$ cat src/rtl/rtc_alarm_pkg.sv
package rtc_alarm_pkg;

    localparam int HOUR_W = 5;
    localparam int MIN_W  = 6;
    localparam int SEC_W  = 6;

    typedef enum logic {
        ALARM_COUNT = 1'b0,
        ALARM_ABS   = 1'b1
    } alarm_mode_e;

    typedef struct packed {
        logic [HOUR_W-1:0] hour;
        logic [MIN_W-1:0]  minute;
        logic [SEC_W-1:0]  second;
    } hms_t;

    typedef struct packed {
        alarm_mode_e mode;
        logic        en;
    } alarm_ctl_t;

    function automatic logic hms_same(input hms_t a, input hms_t b);
        return (a.hour == b.hour) && (a.minute == b.minute) && (a.second == b.second);
    endfunction

endpackage

$ cat src/rtl/rtc_alarm_countdown.sv
module rtc_alarm_countdown
    import rtc_alarm_pkg::*;
#(
    parameter int CNT_W = 32
) (
    input  logic             clk,
    input  logic             rst,
    input  logic             load,
    input  logic [CNT_W-1:0] load_val,
    input  logic             tick_en,
    output logic [CNT_W-1:0] count,
    output logic             hit
);
    localparam logic [CNT_W-1:0] ONE  = CNT_W'(1);
    localparam logic [CNT_W-1:0] ZERO = '0;

    logic [CNT_W-1:0] count_q;
    logic             nonzero;

    assign nonzero = (count_q != ZERO);
    // Event only on the final second; a zero count stays silent.
    assign hit     = tick_en && (count_q == ONE);
    assign count   = count_q;

    always_ff @(posedge clk) begin
        if (rst) begin
            count_q <= ZERO;
        end else if (load) begin
            count_q <= load_val;
        end else if (tick_en && nonzero) begin
            count_q <= count_q - ONE;
        end
    end

endmodule

$ cat src/rtl/rtc_alarm_abs_cmp.sv
module rtc_alarm_abs_cmp
    import rtc_alarm_pkg::*;
#(
    parameter int DAY_W = 16
) (
    input  logic             clk,
    input  logic             rst,
    input  logic             load,
    input  logic [DAY_W-1:0] load_day,
    input  hms_t             load_hms,
    input  logic             cmp_en,
    input  logic [DAY_W-1:0] now_day,
    input  hms_t             now_hms,
    output logic             hit
);
    logic [DAY_W-1:0] tgt_day_q;
    hms_t             tgt_hms_q;
    logic             armed_q;
    logic             same_time;

    assign same_time = (now_day == tgt_day_q) && hms_same(now_hms, tgt_hms_q);
    assign hit       = armed_q && cmp_en && same_time;

    always_ff @(posedge clk) begin
        if (rst) begin
            tgt_day_q <= '0;
            tgt_hms_q <= '0;
            armed_q   <= 1'b0;
        end else if (load) begin
            tgt_day_q <= load_day;
            tgt_hms_q <= load_hms;
            armed_q   <= 1'b1;
        end else if (hit) begin
            // One shot per loaded target.
            armed_q   <= 1'b0;
        end
    end

endmodule

$ cat src/rtl/rtc_alarm_flag.sv
module rtc_alarm_flag (
    input  logic clk,
    input  logic rst,
    input  logic reload,
    input  logic event_in,
    input  logic clear,
    input  logic enable,
    input  logic suspend,
    output logic pending,
    output logic irq,
    output logic wake
);
    logic pend_q;

    // Priority: reload, then new event, then software clear.
    always_ff @(posedge clk) begin
        if (rst) begin
            pend_q <= 1'b0;
        end else if (reload) begin
            pend_q <= 1'b0;
        end else if (event_in) begin
            pend_q <= 1'b1;
        end else if (clear) begin
            pend_q <= 1'b0;
        end
    end

    assign pending = pend_q;
    assign irq     = pend_q && enable;
    assign wake    = irq && suspend;

endmodule

$ cat src/rtl/rtc_alarm.sv
module rtc_alarm
    import rtc_alarm_pkg::*;
#(
    parameter int CNT_W = 32,
    parameter int DAY_W = 16
) (
    input  logic              clk,
    input  logic              rst,
    input  logic              sec_tick,
    input  logic [DAY_W-1:0]  now_day,
    input  logic [HOUR_W-1:0] now_hour,
    input  logic [MIN_W-1:0]  now_min,
    input  logic [SEC_W-1:0]  now_sec,
    input  logic              ctl_wr,
    input  logic              ctl_mode,
    input  logic              ctl_en,
    input  logic              cnt_wr,
    input  logic [CNT_W-1:0]  cnt_wdata,
    input  logic              abs_wr,
    input  logic [DAY_W-1:0]  abs_day,
    input  logic [HOUR_W-1:0] abs_hour,
    input  logic [MIN_W-1:0]  abs_min,
    input  logic [SEC_W-1:0]  abs_sec,
    input  logic              clr_wr,
    input  logic              clr_data,
    input  logic              suspend,
    output logic [CNT_W-1:0]  remain,
    output logic              pending,
    output logic              irq,
    output logic              wake
);
    alarm_ctl_t ctl_q;
    logic       mode_is_abs;
    logic       cd_hit;
    logic       abs_hit;
    logic       any_reload;
    hms_t       now_hms;
    hms_t       tgt_hms;

    always_ff @(posedge clk) begin
        if (rst) begin
            ctl_q <= '{mode: ALARM_COUNT, en: 1'b0};
        end else if (ctl_wr) begin
            ctl_q <= '{mode: alarm_mode_e'(ctl_mode), en: ctl_en};
        end
    end

    assign mode_is_abs = (ctl_q.mode == ALARM_ABS);
    assign any_reload  = cnt_wr || abs_wr;
    assign now_hms     = '{hour: now_hour, minute: now_min, second: now_sec};
    assign tgt_hms     = '{hour: abs_hour, minute: abs_min, second: abs_sec};

    rtc_alarm_countdown #(.CNT_W(CNT_W)) u_cd (
        .clk      (clk),
        .rst      (rst),
        .load     (cnt_wr),
        .load_val (cnt_wdata),
        .tick_en  (sec_tick && !mode_is_abs),
        .count    (remain),
        .hit      (cd_hit)
    );

    rtc_alarm_abs_cmp #(.DAY_W(DAY_W)) u_abs (
        .clk      (clk),
        .rst      (rst),
        .load     (abs_wr),
        .load_day (abs_day),
        .load_hms (tgt_hms),
        .cmp_en   (mode_is_abs),
        .now_day  (now_day),
        .now_hms  (now_hms),
        .hit      (abs_hit)
    );

    rtc_alarm_flag u_flag (
        .clk      (clk),
        .rst      (rst),
        .reload   (any_reload),
        .event_in (cd_hit || abs_hit),
        .clear    (clr_wr && clr_data),
        .enable   (ctl_q.en),
        .suspend  (suspend),
        .pending  (pending),
        .irq      (irq),
        .wake     (wake)
    );

endmodule

$ cat config.mk
export PLATFORM = sky130hd
export DESIGN_NAME = rtc_alarm
export DESIGN_NICKNAME = d
export VERILOG_FILES = /design/src/rtl/rtc_alarm_pkg.sv /design/src/rtl/rtc_alarm_countdown.sv /design/src/rtl/rtc_alarm_abs_cmp.sv /design/src/rtl/rtc_alarm_flag.sv /design/src/rtl/rtc_alarm.sv
export SDC_FILE = /design/constraint.sdc
export NUM_CORES = 1
export LEC_CHECK = 0
export BUFFER_PORTS_ARGS = -buffer_cell sky130_fd_sc_hd__clkbuf_2
export CORE_MARGIN = 10
export CORE_UTILIZATION = 49
export CTS_CLUSTER_SIZE = 25
export DETAILED_ROUTE_END_ITERATION = 10
export PLACE_DENSITY = 0.87
export SKIP_LAST_GASP = 1
export SLEW_MARGIN = 20
export SYNTH_ARGS = -nofsm -noshare
export SYNTH_HDL_FRONTEND = slang
export SYNTH_SLANG_ARGS = --single-unit
$ cat constraint.sdc
create_clock -name clk -period 3.36 [get_ports clk]
set_input_delay 0.84 -clock clk [delete_from_list [all_inputs] [get_ports clk]]
set_output_delay 0.84 -clock clk [all_outputs]
set_load 0.02 [all_outputs]
==> metrics.cfg <==
[run_status]
status = completed

[sta]
max_freq_ghz = 0.3523
skew_ps = 6.916
relSlewSlack_pct = 24.99
whs_ps = 516.7
hold_viol = 0
tightest_slew_ps = 1125
finalSetupViolations = 0
period_share_pct = 84.49
rsz0062_at_grt = no
slew_violations = 0
finalSetupTns_ps = 0
fin_crit_ps = 2839

[cts]
clk_pin_slew_worst_paths_ps = 70
cts-resized-gates = 0
cts_tree = done
cts_inserted_buffers = 9
cts.sinks = 69
htreeDepth = 3
root_buffer = clkbuf_8
postCtsSetupRepairBufs = 0
clock_path_buffers = 2
ctsHoldBuffers = 0
insertion_delay_ps = 340

[drt]
vias_per_cell = 5.867
drt_wl_total_mm = 11.77
wire_per_inst_um = 18.19
vias = 3796
drc = 0
drtIter0Drc = 265
firstDrtPassIters = 5
ant_nets = 0

[final_layout]
fill_cells = 615
multi_input_area_um2 = 2218
fin_nets = 655
drive_above_1_share_pct = 33.21
register_area_um2 = 1381
most-common-layout-cells = 143 x clkbuf_2, 69 x dfxtp_1, 68 x nor2_1, 38 x mux2i_1, 33 x xnor2_1
diodes = 0
syn2layout_area_growth_pct = 27.54
final_common_cell = clkbuf_2

[power]
peakVddDrop_v = 0.0002886
p_leak_nw = 2.026
power.density_nw_per_um2 = 460.2

[place]
dp_hpwl_mm = 9.010
port_buffers = 143
gp_congestion = 0.8950

[floorplanning]
io_pins = 144
core_area_um2 = 7331
dieArea_um2 = 11520
std_cell_rows = 31
die_w_um = 107.4
start_util_pct = 51.00
die_y_um = 107.4

[worst_setup_path]
path_class = register to register
worst-path-max-fanout = 18
cp-end-kind = register
start_kind = register
cp.arrival_ps = 3070
worstPathRequired_ps = 3590

[global_route]
antenna_found_initial = 0
overflow = 0
grt_use_total_pct = 19.71
grt_pass1_vias = 3879
grt_max_degree = 36
grt_pass1_wl_mm = 18.68

[worst_hold_path]
hold_class = register to register

[synthesis]
postSynthAreaPerCell_um2 = 9.141
syn-instance-count = 409
synth_nets = 520
netlist_area_um2 = 3739
ys.warnings.count = 0
yosysSeqAreaShare_pct = 36.95
ys_types = 57
synth-edff-count = 0
async_flop_share_pct = 0
ys.flop_type = dfxtp_1
synth_seq_cells = 69

[flow_run]
cap_violations = 0

==> state kept, by name (all words and copies together), names as in the netlist <==
name,flops
u_cd.count,32
u_abs.tgt_hms_q,17
u_abs.tgt_day_q,16
ctl_q,1
mode_is_abs,1
u_abs.armed_q,1
u_flag.pending,1
==> power by group <==
part	switching (mW)	leakage (nW)	internal (mW)
combinational	0.239	1.33	0.187
clock	0.304	0.125	0.528
sequential	0.0632	0.571	0.873
total	0.607	2.03	1.59
==> cells by family after synthesis <==
kind of cell	share of synthesized area, %
fa+ha+maj	0.6692
mux	10.48
buf+inv	3.715
compound gates	16.80
simple gates	22.96
xor+xnor	8.434
flops	36.95
==> metal layers <==
metal	GRT usage (%)	wire length, um
met1	22.54	4795
met2	33.46	5744
met3	7.066	1067
met4	6.298	162
met5	0	0
==> critical path: stages (launching register included) <==
cell	delay (ps)
dfxtp_1	370
or4_1	620
or3_1	550
o31ai_4	730
o31ai_1	130
a311oi_1	330
==> metrics by stage <==
| step | util, % | cell area (um2) | setup slack, ps | total power [mW] | instances |
|---|---|---|---|---|---|
| after global routing | 65.05 | 4768 | 389.7 | 2.297 | 647 |
| after floorplan | - | 3739 | 686.2 | 1.210 | 409 |
| after detailed placement | 61.68 | 4522 | 404.0 | 1.374 | 632 |
| after CTS | 65.05 | 4768 | 484.6 | 2.203 | 647 |
| after global placement | 61.68 | 4522 | 492.3 | 1.356 | 632 |
| final | 65.05 | 4768 | 521.3 | 2.194 | 647 |
==> layout make-up <==
type / instances / share of cell area [%]
inverters: 8 / 0.6298
well taps: 99 / 2.598
multi-input cells: 306 / 46.52
clock buffers: 11 / 3.175
flip-flops and latches: 69 / 28.97
repair buffers: 150 / 16.11
clock inverters: 4 / 1.994
==> Yosys cell counts (all sizes together), types with 6 or more instances <==
cell type / instances / area share, %
clkbuf: 18 / 1.8
dfxtp: 69 / 37
o31ai: 19 / 4.2
inv: 8 / 0.80
mux2i: 38 / 10
nand4: 8 / 1.3
a311oi: 18 / 4.4
or4: 24 / 5.0
nor2: 68 / 6.8
nand3: 6 / 0.80
or3: 10 / 1.7
nor4: 8 / 2.1
xnor2: 33 / 7.7
buf: 8 / 1.1
==> worst paths after layout <==
kind	startpoint	depth (start not counted)	to	slack [ps]
max	u_cd.count[23]	5	u_cd.count[29]	520
min	u_abs.tgt_day_q[5]	2	u_abs.tgt_day_q[5]	520
max reg2reg	u_cd.count[23]	5	u_cd.count[29]	520
min reg2reg	u_abs.tgt_day_q[5]	2	u_abs.tgt_day_q[5]	520
Power figures use the tool's default switching activity.
